## src/rtl/spi_turnaround_shifter.sv

```systemverilog
`timescale 1ns/1ps
module spi_turnaround_shifter #(
  parameter int W = 8
) (
  input  logic         clk,
  input  logic         rst_n,
  input  logic         cpol,
  input  logic         cpha,
  input  logic         rx_en,
  input  logic         bit_tick,
  input  logic         wr_en,
  input  logic [W-1:0] wr_data,
  input  logic         sdi,
  output logic         sclk,
  output logic         sdo,
  output logic         sdo_oe,
  output logic         busy,
  output logic         hold_full,
  output logic [W-1:0] rx_data,
  output logic         rx_valid
);
  localparam int CW = $clog2(2 * W);
  localparam logic [CW-1:0] LAST = CW'(2 * W - 1);

  logic          active, dir_q, full_q, sclk_q, rxv_q;
  logic [CW-1:0] cnt;
  logic [W-1:0]  hold_q, sh_q, rsh_q, rx_q;

  wire step       = active & bit_tick;
  wire lead       = ~cnt[0];
  wire byte_end   = step & (cnt == LAST);
  wire do_shift   = step & (cpha ? (lead & (cnt != '0)) : (~lead & (cnt != LAST)));
  wire do_samp    = step & (cpha ? ~lead : lead);
  wire load_first = wr_en & ~active;
  wire next_ready = full_q | wr_en;
  wire [W-1:0] next_byte = full_q ? hold_q : wr_data;
  wire [W-1:0] rx_word   = cpha ? {rsh_q[W-2:0], sdi} : rsh_q;
  wire hold_take  = wr_en & active & ~full_q & ~byte_end;

  always_ff @(posedge clk) begin
    if (!rst_n) begin
      active <= 1'b0;
      dir_q  <= 1'b1;
      cnt    <= '0;
      sclk_q <= 1'b0;
      sh_q   <= '0;
      rsh_q  <= '0;
      rx_q   <= '0;
      rxv_q  <= 1'b0;
    end else begin
      rxv_q <= 1'b0;
      if (load_first) begin
        active <= 1'b1;
        sh_q   <= wr_data;
        dir_q  <= ~rx_en;
        cnt    <= '0;
        sclk_q <= cpol;
      end else if (step) begin
        sclk_q <= ~sclk_q;
        if (byte_end) begin
          if (!dir_q) begin
            rx_q  <= rx_word;
            rxv_q <= 1'b1;
          end
          cnt <= '0;
          if (next_ready) begin
            sh_q  <= next_byte;
            dir_q <= ~rx_en;
          end else begin
            active <= 1'b0;
          end
        end else begin
          cnt <= cnt + 1'b1;
          if (do_shift) sh_q  <= {sh_q[W-2:0], 1'b0};
          if (do_samp)  rsh_q <= {rsh_q[W-2:0], sdi};
        end
      end
    end
  end

  always_ff @(posedge clk) begin
    if (!rst_n) begin
      full_q <= 1'b0;
      hold_q <= '0;
    end else if (byte_end) begin
      full_q <= 1'b0;
    end else if (hold_take) begin
      full_q <= 1'b1;
      hold_q <= wr_data;
    end
  end

  assign sclk      = active ? sclk_q : cpol;
  assign sdo_oe    = active ? dir_q : ~rx_en;
  assign sdo       = sdo_oe & sh_q[W-1];
  assign busy      = active;
  assign hold_full = full_q;
  assign rx_data   = rx_q;
  assign rx_valid  = rxv_q;

  AST_START_ON_WRITE: assert property (@(posedge clk) disable iff (!rst_n)
    (!busy && wr_en) |=> busy);
  AST_DIR_HELD_IN_BYTE: assert property (@(posedge clk) disable iff (!rst_n)
    (busy && !byte_end) |=> $stable(sdo_oe));
  AST_TICK_TOGGLES: assert property (@(posedge clk) disable iff (!rst_n)
    (busy && bit_tick) |=> (!$stable(cpol) || sclk != $past(sclk)));
  AST_NO_TICK_HOLDS: assert property (@(posedge clk) disable iff (!rst_n)
    (busy && !bit_tick) |=> (!$stable(cpol) || sclk == $past(sclk)));
  AST_RX_ONLY_ON_PULSE: assert property (@(posedge clk) disable iff (!rst_n)
    !rx_valid |-> $stable(rx_data));
  AST_RX_SINGLE_PULSE: assert property (@(posedge clk) disable iff (!rst_n)
    rx_valid |=> !rx_valid);
  AST_GAPLESS_RELOAD: assert property (@(posedge clk) disable iff (!rst_n)
    ($past(busy) && $past(hold_full) && !hold_full) |-> busy);
endmodule

```

## config.mk

```make
export PLATFORM = sky130hd
export DESIGN_NAME = spi_turnaround_shifter
export DESIGN_NICKNAME = d
export VERILOG_FILES = /design/src/rtl/spi_turnaround_shifter.sv
export SDC_FILE = /design/constraint.sdc
export NUM_CORES = 1
export LEC_CHECK = 0
export BUFFER_PORTS_ARGS = -buffer_cell sky130_fd_sc_hd__buf_2
export CELL_PAD_IN_SITES_DETAIL_PLACEMENT = 1
export CELL_PAD_IN_SITES_GLOBAL_PLACEMENT = 2
export CORE_ASPECT_RATIO = 0.5
export CORE_UTILIZATION = 36
export DETAILED_ROUTE_END_ITERATION = 10
export PLACE_DENSITY_LB_ADDON = 0.1
export SLEW_MARGIN = 20
export SYNTH_ARGS = -nofsm -noshare
export SYNTH_HDL_FRONTEND = slang
export SYNTH_SLANG_ARGS = --single-unit
```

## constraint.sdc

```tcl
create_clock -name clk -period 4.13 [get_ports clk]
set_input_delay 0.6195 -clock clk [delete_from_list [all_inputs] [get_ports clk]]
set_output_delay 0.6195 -clock clk [all_outputs]
set_load 0.01 [all_outputs]
```

==> flow_metrics.env, run 1 <==
export IMPL_final_setup_skew_ns=0.00711
export IMPL_synth_area_per_cell_um2=8.95
export IMPL_hpwl_um=3160
export IMPL_overflow=0
export IMPL_fin_area_um2=2220
export IMPL_path_delay_family="flip-flops"
export IMPL_switchingPower_uw=204
export IMPL_wire_per_inst_um=14.9
export IMPL_holdPathEnd="sh_q[7]$_SDFFE_PN0P_"
export IMPL_cts_resized=0
export IMPL_pin_count=30
export IMPL_min_delay_start="sh_q[7]$_SDFFE_PN0P_"
export IMPL_die_w_um=106
export IMPL_synth_area_um2=1950
export IMPL_detail_route_antenna_nets=0
export IMPL_synthToLayoutAreaGrowth_pct=14.0
export IMPL_r2r_start="busy$_SDFFE_PN0P_"
export IMPL_dpl_cell_area_um2=2110
export IMPL_cts_root_buf="clkbuf_8"
export IMPL_grt_busiest_layer="met2"
export IMPL_outcome="complete, no violations"
export IMPL_ys_seq_elements=41
export IMPL_p_leak_nw=0.848
export IMPL_yosys_area_share_simple=0.202
export IMPL_grt_max_degree=30
export IMPL_grt_pass1_wl_um=7400
export IMPL_post_layout_nonfiller_instances=310
export IMPL_std_cell_rows=18
export IMPL_cts_setup_buffers=0
export IMPL_drcViolationCount=0
export IMPL_cts_tree="yes"
export IMPL_worstSetupPathDepth=3
export IMPL_fin_hold_ws_ns=0.471
export IMPL_postSynthCellCount=218
export IMPL_cap_violations=0
export IMPL_r2r_slack_ns=1.83
export IMPL_clkTransAtPathRegs_ns=0.08
export IMPL_synth_top_family_by_area="simple AND/OR/NAND/NOR gates"
export IMPL_hold_depth=2
export IMPL_hold_buffers=0
export IMPL_grt_pass1_vias=1489
export IMPL_netlist_area_leader_share=0.421
export IMPL_rr_endpoint="sh_q[3]$_SDFFE_PN0P_"
export IMPL_syn_nets=236
export IMPL_powerDensity_nw_per_um2=380
export IMPL_grt_util_met1=0.215
export IMPL_diodes=0
export IMPL_synth_xor_area_share=0.00897
export IMPL_clockPowerShare=0.399
export IMPL_intPower_uw=641
export IMPL_cts_buffers=5
export IMPL_drive_above_1_share=0.171
export IMPL_drt_pass1_iterations=4
export IMPL_final_cell_mix="dfxtp_1, nor2_1, buf_2, mux2i_1, nand2_1"
export IMPL_period_share=0.567
export IMPL_grt_antenna_before_repair=0
export IMPL_drt_iter0_drc=37
export IMPL_slowest_delay_ns=0.81
export IMPL_synth_mux_area_fraction=0.134
export IMPL_crit_fanout=21
export IMPL_yosys_warnings=0
export IMPL_start_util=0.385
export IMPL_die_y_um=54.1
export IMPL_synth_distinct_cells=40
export IMPL_gp_routability_congestion=0.709
export IMPL_p_comb_frac=0.102
export IMPL_p_sw_frac=0.241
export IMPL_grt_util_met2=0.304
export IMPL_rsz0062_at_grt="no"
export IMPL_start_kind="flop"
export IMPL_path_class="reg -> out"
export IMPL_setup_violations=0
export IMPL_irDropWorstVdd_v=0.000177
export IMPL_worstPathCellList="mux2i_1 > and2_1 > buf_2"
export IMPL_end_kind="primary output"
export IMPL_ys_top_cells_by_area="dfxtp_1, mux2i_1, nor2_1"
export IMPL_clockBufferDepth=2
export IMPL_cp_slowest_cell="dfxtp_1"
export IMPL_wirelength_um=4610
export IMPL_core_area_um2=5070
export IMPL_via_per_inst=5.20
export IMPL_seqPwrFrac=0.499
export IMPL_synth_top_cell_by_area="dfxtp_1"
export IMPL_cts_sinks=41
export IMPL_seq_area_frac_synth=0.421
export IMPL_crit_arrival_ns=1.72
export IMPL_dp_cells=302
export IMPL_final_common_cell="dfxtp_1"
export IMPL_hold_class="reg -> reg"
export IMPL_crit_buf_inv=1
export IMPL_min_period_ns=2.34
export IMPL_clock_latency_ns=0.30
export IMPL_max_slew_margin=0.358
export IMPL_num_vias=1611
export IMPL_report_final_slew_viol_count=0
export IMPL_total_power_uw=845
export IMPL_r2r_cells=4
export IMPL_grtUsageTotal=0.174
export IMPL_tightest_slew_ns=0.962
export IMPL_hold_viol=0
export IMPL_synthAdderAreaFrac=0.0128
export IMPL_fin_setup_tns_ns=0
export IMPL_die_area_um2=5740
export IMPL_fmax_ghz=0.427
export IMPL_crit_required_ns=3.51
export IMPL_port_buffers=29
export IMPL_met3_usage=0.0508
export IMPL_nets=257
export IMPL_synth_compound_area_share=0.173
export IMPL_htree_levels=2
[stage by stage]
step | worst slack (ns) | utilization
after detailed placement | 1.89 | 0.416
after global placement | 1.95 | 0.416
after CTS | 1.77 | 0.439
after floorplan | 2.27 | -
final | 1.79 | 0.439
after global routing | 1.61 | 0.439
[logic make-up after synthesis]
family,count (synthesis)
and+or+nand+nor,84
xor gates and xnor gates,2
muxes,26
AOI/OAI and AO/OA,43
adders and majority gates,2
DFF,41
buffers and inverters,20
[registers in the layout, indices dropped and copies added (netlist names)]
| signal | count |
|---|---|
| sh_q | 8 |
| busy | 1 |
| hold_full | 1 |
| cnt | 4 |
| dir_q | 1 |
| hold_q | 8 |
| sclk_q | 1 |
| rsh_q | 8 |
| rx_data | 8 |
| rx_valid | 1 |
[tightest hold or removal path, cell delays in order, from the launching register on]
cell     delay [ns]
dfxtp_1        0.31
nand2_1        0.05
o32ai_1        0.06
[cells in the mapped netlist]
cell      number
nor3b_1        1
and4_1         1
a22oi_2        1
dfxtp_1       41
o311ai_0       1
and3_1         2
buf_1          2
and2_1         2
a211oi_1       8
nor3_4         1
o31a_1         1
o21a_1         3
o211ai_1       2
o32ai_1       10
nor2b_1        5
a211oi_4       1
a21oi_1        7
xnor2_1        1
and2b_1        1
mux2_2         1
nand2_1       15
o21ai_0        2
nor3_1         4
inv_1          5
o31ai_1        4
nand3_1        3
o221ai_1       1
clkbuf_1       6
nor2_1        40
buf_4          2
mux2i_1       25
nand2b_1       3
ha_1           2
or3_1          1
a21boi_0       1
nand4_1        5
buf_2          4
o221a_2        1
buf_6          1
xor2_1         1
[cell type report]
type                       count  area, um^2
fill                         626        2840
multi-input combinational    157        1040
tap                           70        87.6
inverter                       5        18.8
clock inverter                 1        30.0
sequential                    41         821
timing repair buffer          29         145
clock buffer                   7        86.3
[power by group through the flow]
stage	registers [mW]	clock network, mW	logic [mW]
CTS	0.421	0.350	0.0878
finish	0.421	0.337	0.0863
global route	0.423	0.370	0.0965
global placement	0.430	0	0.0850
floorplan	0.424	0	0.0672
detailed placement	0.430	0	0.0873
[routing by layer]
metal | vias to the layer above | routed length [um]
li1 | 819 | -
met3 | 4 | 153
met2 | 22 | 2100
met4 | 0 | 38
met1 | 766 | 2320
met5 | - | 0
[worst max path at each step]
stage / to / slack, ns / from
2_1_floorplan: sclk / 2.27 / busy$_SDFFE_PN0P_
3_3_place_gp: sh_q[3]$_SDFFE_PN0P_ / 1.95 / busy$_SDFFE_PN0P_
3_5_place_dp: sh_q[3]$_SDFFE_PN0P_ / 1.89 / busy$_SDFFE_PN0P_
4_1_cts: sdo / 1.77 / busy$_SDFFE_PN0P_
5_1_grt: sh_q[3]$_SDFFE_PN0P_ / 1.61 / busy$_SDFFE_PN0P_
6_report: sdo / 1.79 / busy$_SDFFE_PN0P_
Power figures use the tool's default switching activity.
==> inputs of run 2 (changes only) <==
CORE_UTILIZATION = 30   (was 36)
clock period = 2 ns   (was 4.13 ns; I/O delays follow)
==> run 2 against run 1 <==
Global-route usage fell by 1.1 points. Clock power is 140% higher. Clock skew decreased by 0.0037 ns. Critical path type is now reg -> reg.
==> flow_metrics.env, run 2 (synthesized netlist as in run 1, its figures left out) <==
export IMPL_outcome="complete, no violations"
export IMPL_wire_per_inst_um=14.3
export IMPL_max_slew_margin=0.712
export IMPL_p_leak_nw=0.938
export IMPL_clockBufferDepth=2
export IMPL_std_cell_rows=20
export IMPL_overflow=0
export IMPL_grt_antenna_before_repair=0
export IMPL_period_share=0.932
export IMPL_hold_viol=0
export IMPL_cts_sinks=41
export IMPL_final_cell_mix="dfxtp_1, nor2_1, buf_2, mux2i_1, nand2_1"
export IMPL_htree_levels=2
export IMPL_cts_setup_buffers=0
export IMPL_rsz0062_at_grt="no"
export IMPL_hpwl_um=3580
export IMPL_cts_resized=0
export IMPL_cap_violations=0
export IMPL_crit_start="cnt[0]$_SDFFE_PP0N_"
export IMPL_clock_latency_ns=0.28
export IMPL_irDropWorstVdd_v=0.000221
export IMPL_fmax_ghz=0.536
export IMPL_start_kind="flop"
export IMPL_setup_violations=0
export IMPL_cts_root_buf="clkbuf_16"
export IMPL_start_util=0.316
export IMPL_die_y_um=59.0
export IMPL_pin_count=30
export IMPL_rr_endpoint="sh_q[3]$_SDFFE_PN0P_"
export IMPL_multi_input_area_um2=1040
export IMPL_clkTransAtPathRegs_ns=0.06
export IMPL_drt_pass1_iterations=4
export IMPL_seq_area_um2=821
export IMPL_fin_setup_tns_ns=0
export IMPL_wirelength_um=4900
export IMPL_crit_fanout=7
export IMPL_grt_max_degree=24
export IMPL_report_final_slew_viol_count=0
export IMPL_endpoint="sh_q[3]$_SDFFE_PN0P_"
export IMPL_cp_slowest_cell="dfxtp_1"
export IMPL_r2r_slack_ns=0.14
export IMPL_r2r_cells=8
export IMPL_fin_hold_ws_ns=0.266
export IMPL_hold_class="in -> reg"
export IMPL_die_w_um=116
export IMPL_path_class="reg -> reg"
export IMPL_min_period_ns=1.86
export IMPL_cts_tree="yes"
export IMPL_grt_pass1_vias=1668
export IMPL_grt_pass1_wl_um=8230
export IMPL_crit_required_ns=2.19
export IMPL_drt_iter0_drc=58
export IMPL_port_buffers=29
export IMPL_synthToLayoutAreaGrowth_pct=22.9
export IMPL_num_vias=1693
export IMPL_worstPathCellList="inv_1 > ha_1 > and2b_1 > o211ai_1 > buf_4 > o211ai_1 > buf_4 > o32ai_1"
export IMPL_final_common_cell="dfxtp_1"
export IMPL_via_per_inst=4.95
export IMPL_crit_arrival_ns=2.05
export IMPL_hold_buffers=0
export IMPL_detail_route_antenna_nets=0
export IMPL_nets=272
export IMPL_diodes=0
export IMPL_cts_buffers=5
export IMPL_drcViolationCount=0
export IMPL_powerDensity_nw_per_um2=785
export IMPL_grtUsageTotal=0.163
export IMPL_gp_routability_congestion=0.728
export IMPL_core_area_um2=6180
export IMPL_end_kind="flop"
export IMPL_nFillCells=750
export IMPL_slowest_delay_ns=0.40
export IMPL_die_area_um2=6850
export IMPL_drive_above_1_share=0.217
export IMPL_r2r_start="cnt[0]$_SDFFE_PP0N_"
export IMPL_final_setup_skew_ns=0.00337
export IMPL_tightest_slew_ns=0.429
run 2: worst max-delay path, delay by kind of cell (launching register included):
family          cells  cell delay [ns]
compound gates      3             0.55
buf+inv             3             0.46
flops               1             0.40
fa+ha+maj           1             0.21
simple gates        1             0.16
run 2: layer usage:
metal	vias to the layer above	global-route usage	share of wire
met5	-	0	0
met4	0	0.0696	0.024
met3	14	0.0491	0.035
met2	29	0.264	0.45
met1	799	0.205	0.49
li1	851	-	-
run 2: area by class of cell:
class | instances | area share
flip-flops and latches | 41 | 0.342
well taps | 88 | 0.0459
clock buffers | 7 | 0.0595
multi-input cells | 157 | 0.432
repair buffers | 44 | 0.113
inverters | 5 | 0.00782
run 2: worst min path at each step:
| stage | from | to | cells past startpoint |
|---|---|---|---|
| final | wr_data[3] | hold_q[3]$_SDFFE_PN0P_ | 3 |
| after global placement | sh_q[6]$_SDFFE_PN0P_ | sh_q[6]$_SDFFE_PN0P_ | 2 |
| after floorplan | sh_q[7]$_SDFFE_PN0P_ | sh_q[7]$_SDFFE_PN0P_ | 2 |
| after CTS | wr_data[3] | hold_q[3]$_SDFFE_PN0P_ | 3 |
| after detailed placement | sh_q[5]$_SDFFE_PN0P_ | sh_q[5]$_SDFFE_PN0P_ | 2 |
| after global routing | wr_data[5] | hold_q[5]$_SDFFE_PN0P_ | 3 |
run 2: power by group:
part / total, mW / leakage, nW / internal (mW) / switching (mW)
registers: 0.865 / 0.333 / 0.844 / 0.0213
logic: 0.213 / 0.536 / 0.0951 / 0.117
clock network: 0.805 / 0.0700 / 0.490 / 0.315
total: 1.88 / 0.938 / 1.43 / 0.453
run 2: through the flow:
| step | worst slack (ns) | util | cell area (um^2) | power, mW | cells |
|---|---|---|---|---|---|
| 2_1_floorplan | 0.299 | - | 1950 | 1.01 | 218 |
| 3_3_place_gp | 0.158 | 0.363 | 2240 | 1.09 | 333 |
| 3_5_place_dp | 0.0320 | 0.363 | 2240 | 1.09 | 333 |
| 4_1_cts | 0.0133 | 0.386 | 2380 | 1.91 | 340 |
| 5_1_grt | 0.00432 | 0.388 | 2400 | 1.99 | 342 |
| 6_report | 0.136 | 0.388 | 2400 | 1.88 | 342 |
==> inputs of run 3 (changes only) <==
CELL_PAD_IN_SITES_DETAIL_PLACEMENT = not set   (was 1)
CELL_PAD_IN_SITES_GLOBAL_PLACEMENT = not set   (was 2)
CORE_ASPECT_RATIO = 1.4   (was 0.5)
CORE_UTILIZATION = 45   (was 30)
==> run 3 against run 2 <==
Critical path type unchanged. Clock power down 14%. The run now ends with design-rule violations left. Count of clock-buffer cells in the layout fell by 1. Sequential share of layout area grew 1.7 points. Setup slack got worse by 0.032 ns. Final cell count is 13% lower. Highest routed layer unchanged. Maximum frequency fell by 1.7%. Utilization up 16 points.
==> flow_metrics.env, run 3 (synthesized netlist as in run 1, its figures left out) <==
export IMPL_intPower_mw=1.34
export IMPL_clockBufferDepth=2
export IMPL_nFillCells=412
export IMPL_hold_class="in -> reg"
export IMPL_path_class="reg -> reg"
export IMPL_via_per_inst=5.56
export IMPL_drt_iter0_drc=55
export IMPL_report_final_slew_viol_count=0
export IMPL_grtUsageTotal=0.201
export IMPL_r2r_cells=5
export IMPL_dpl_cell_area_um2=2170
export IMPL_post_layout_nonfiller_instances=297
export IMPL_fin_area_um2=2290
export IMPL_clock_latency_ns=0.29
export IMPL_irDropWorstVdd_v=0.000444
export IMPL_hpwl_um=3130
export IMPL_clockPowerShare=0.394
export IMPL_p_sw_frac=0.237
export IMPL_min_delay_start="wr_data[3]"
export IMPL_crit_fanout=9
export IMPL_cts_resized=0
export IMPL_outcome="finished with violations"
export IMPL_crit_required_ns=2.20
export IMPL_drive_above_1_share=0.214
export IMPL_rr_endpoint="sh_q[5]$_SDFFE_PN0P_"
export IMPL_wirelength_um=4270
export IMPL_hold_depth=3
export IMPL_die_area_um2=4610
export IMPL_worstPathCellList="ha_1 > and3_1 > a22oi_2 > o211ai_1 > o32ai_1"
export IMPL_grt_pass1_wl_um=6990
export IMPL_final_setup_skew_ns=0.00419
export IMPL_cts_sinks=41
export IMPL_die_y_um=79.9
export IMPL_gp_routability_congestion=0.827
export IMPL_rsz0062_at_grt="yes"
export IMPL_hold_buffers=0
export IMPL_final_cell_mix="dfxtp_1, nor2_1, buf_2, mux2i_1, nand2_1"
export IMPL_detail_route_antenna_nets=0
export IMPL_tightest_slew_ns=0.603
export IMPL_holdPathEnd="hold_q[3]$_SDFFE_PN0P_"
export IMPL_slowest_delay_ns=0.37
export IMPL_start_util=0.464
export IMPL_start_kind="flop"
export IMPL_crit_arrival_ns=2.09
export IMPL_crit_buf_inv=0
export IMPL_setup_violations=0
export IMPL_cts_root_buf="clkbuf_8"
export IMPL_seq_area_um2=821
export IMPL_clkTransAtPathRegs_ns=0.08
export IMPL_synthToLayoutAreaGrowth_pct=17.2
export IMPL_num_vias=1651
export IMPL_multi_input_area_um2=1040
export IMPL_dp_cells=289
export IMPL_pin_count=30
export IMPL_cts_tree="yes"
export IMPL_min_period_ns=1.90
export IMPL_seqPwrFrac=0.492
export IMPL_grt_antenna_before_repair=0
export IMPL_die_w_um=57.7
export IMPL_core_area_um2=4200
export IMPL_fmax_ghz=0.527
export IMPL_fin_hold_ws_ns=0.255
export IMPL_drcViolationCount=5
export IMPL_std_cell_rows=28
export IMPL_cts_setup_buffers=0
export IMPL_p_comb_frac=0.115
export IMPL_cap_violations=0
export IMPL_r2r_start="cnt[0]$_SDFFE_PP0N_"
export IMPL_period_share=0.948
export IMPL_diodes=0
export IMPL_hold_viol=0
export IMPL_grt_pass1_vias=1510
export IMPL_grt_max_degree=19
export IMPL_switchingPower_uw=416
export IMPL_end_kind="flop"
export IMPL_failed_checks="design-rule violations"
export IMPL_p_leak_nw=0.907
export IMPL_htree_levels=2
export IMPL_nets=269
export IMPL_total_power_mw=1.75
export IMPL_port_buffers=29
export IMPL_r2r_slack_ns=0.10
export IMPL_path_delay_family="compound AO/OA/AOI/OAI gates"
export IMPL_powerDensity_nw_per_um2=766
export IMPL_overflow=0
export IMPL_final_common_cell="dfxtp_1"
export IMPL_cts_buffers=5
export IMPL_max_slew_margin=0.596
export IMPL_wire_per_inst_um=14.4
export IMPL_drt_pass1_iterations=7
export IMPL_fin_setup_tns_ns=0
export IMPL_cp_slowest_cell="o32ai_1"
==> run 3: metrics by stage <==
step | util | setup slack [ns]
2_1_floorplan | - | 0.299
3_3_place_gp | 0.515 | 0.210
3_5_place_dp | 0.515 | 0.148
4_1_cts | 0.544 | 0.124
5_1_grt | 0.544 | -0.0132
6_report | 0.544 | 0.104
==> run 3: how the worst max path moves through the flow <==
stage                         from                endpoint  cells past startpoint
2_1_floorplan  cnt[0]$_SDFFE_PP0N_  hold_q[0]$_SDFFE_PN0P_                      6
3_3_place_gp   cnt[0]$_SDFFE_PP0N_    sh_q[2]$_SDFFE_PN0P_                      5
3_5_place_dp   cnt[0]$_SDFFE_PP0N_    sh_q[3]$_SDFFE_PN0P_                      5
4_1_cts        cnt[0]$_SDFFE_PP0N_    sh_q[3]$_SDFFE_PN0P_                      5
5_1_grt        cnt[0]$_SDFFE_PP0N_    sh_q[7]$_SDFFE_PN0P_                      5
6_report       cnt[0]$_SDFFE_PP0N_    sh_q[5]$_SDFFE_PN0P_                      5
==> run 3: final cells by class <==
cell class / instances / area share
Clock buffer: 6 / 0.0361
Clock inverter: 2 / 0.0164
Inverter: 5 / 0.00821
Multi-Input combinational cell: 157 / 0.453
Sequential cell: 41 / 0.359
Tap cell: 45 / 0.0246
Timing Repair Buffer: 41 / 0.103
==> run 3: layer usage <==
metal	vias to the layer above	GRT usage	wire, um
met5	-	0	0
met4	0	0.117	119
met3	11	0.0292	136
met2	39	0.352	2220
met1	756	0.227	1800
li1	845	-	-
==> run 3: worst min-delay path, cell delays in order <==
cell and delay (ns):
buf_2 0.09, mux2i_1 0.06, nor2_1 0.07
==> run 3: power groups by stage <==
stage	registers (mW)	clock network (mW)	logic (mW)
finish	0.861	0.689	0.201
global route	0.865	0.743	0.222
CTS	0.861	0.710	0.203
detailed placement	0.880	0	0.203
global placement	0.880	0	0.201
floorplan	0.875	0	0.139
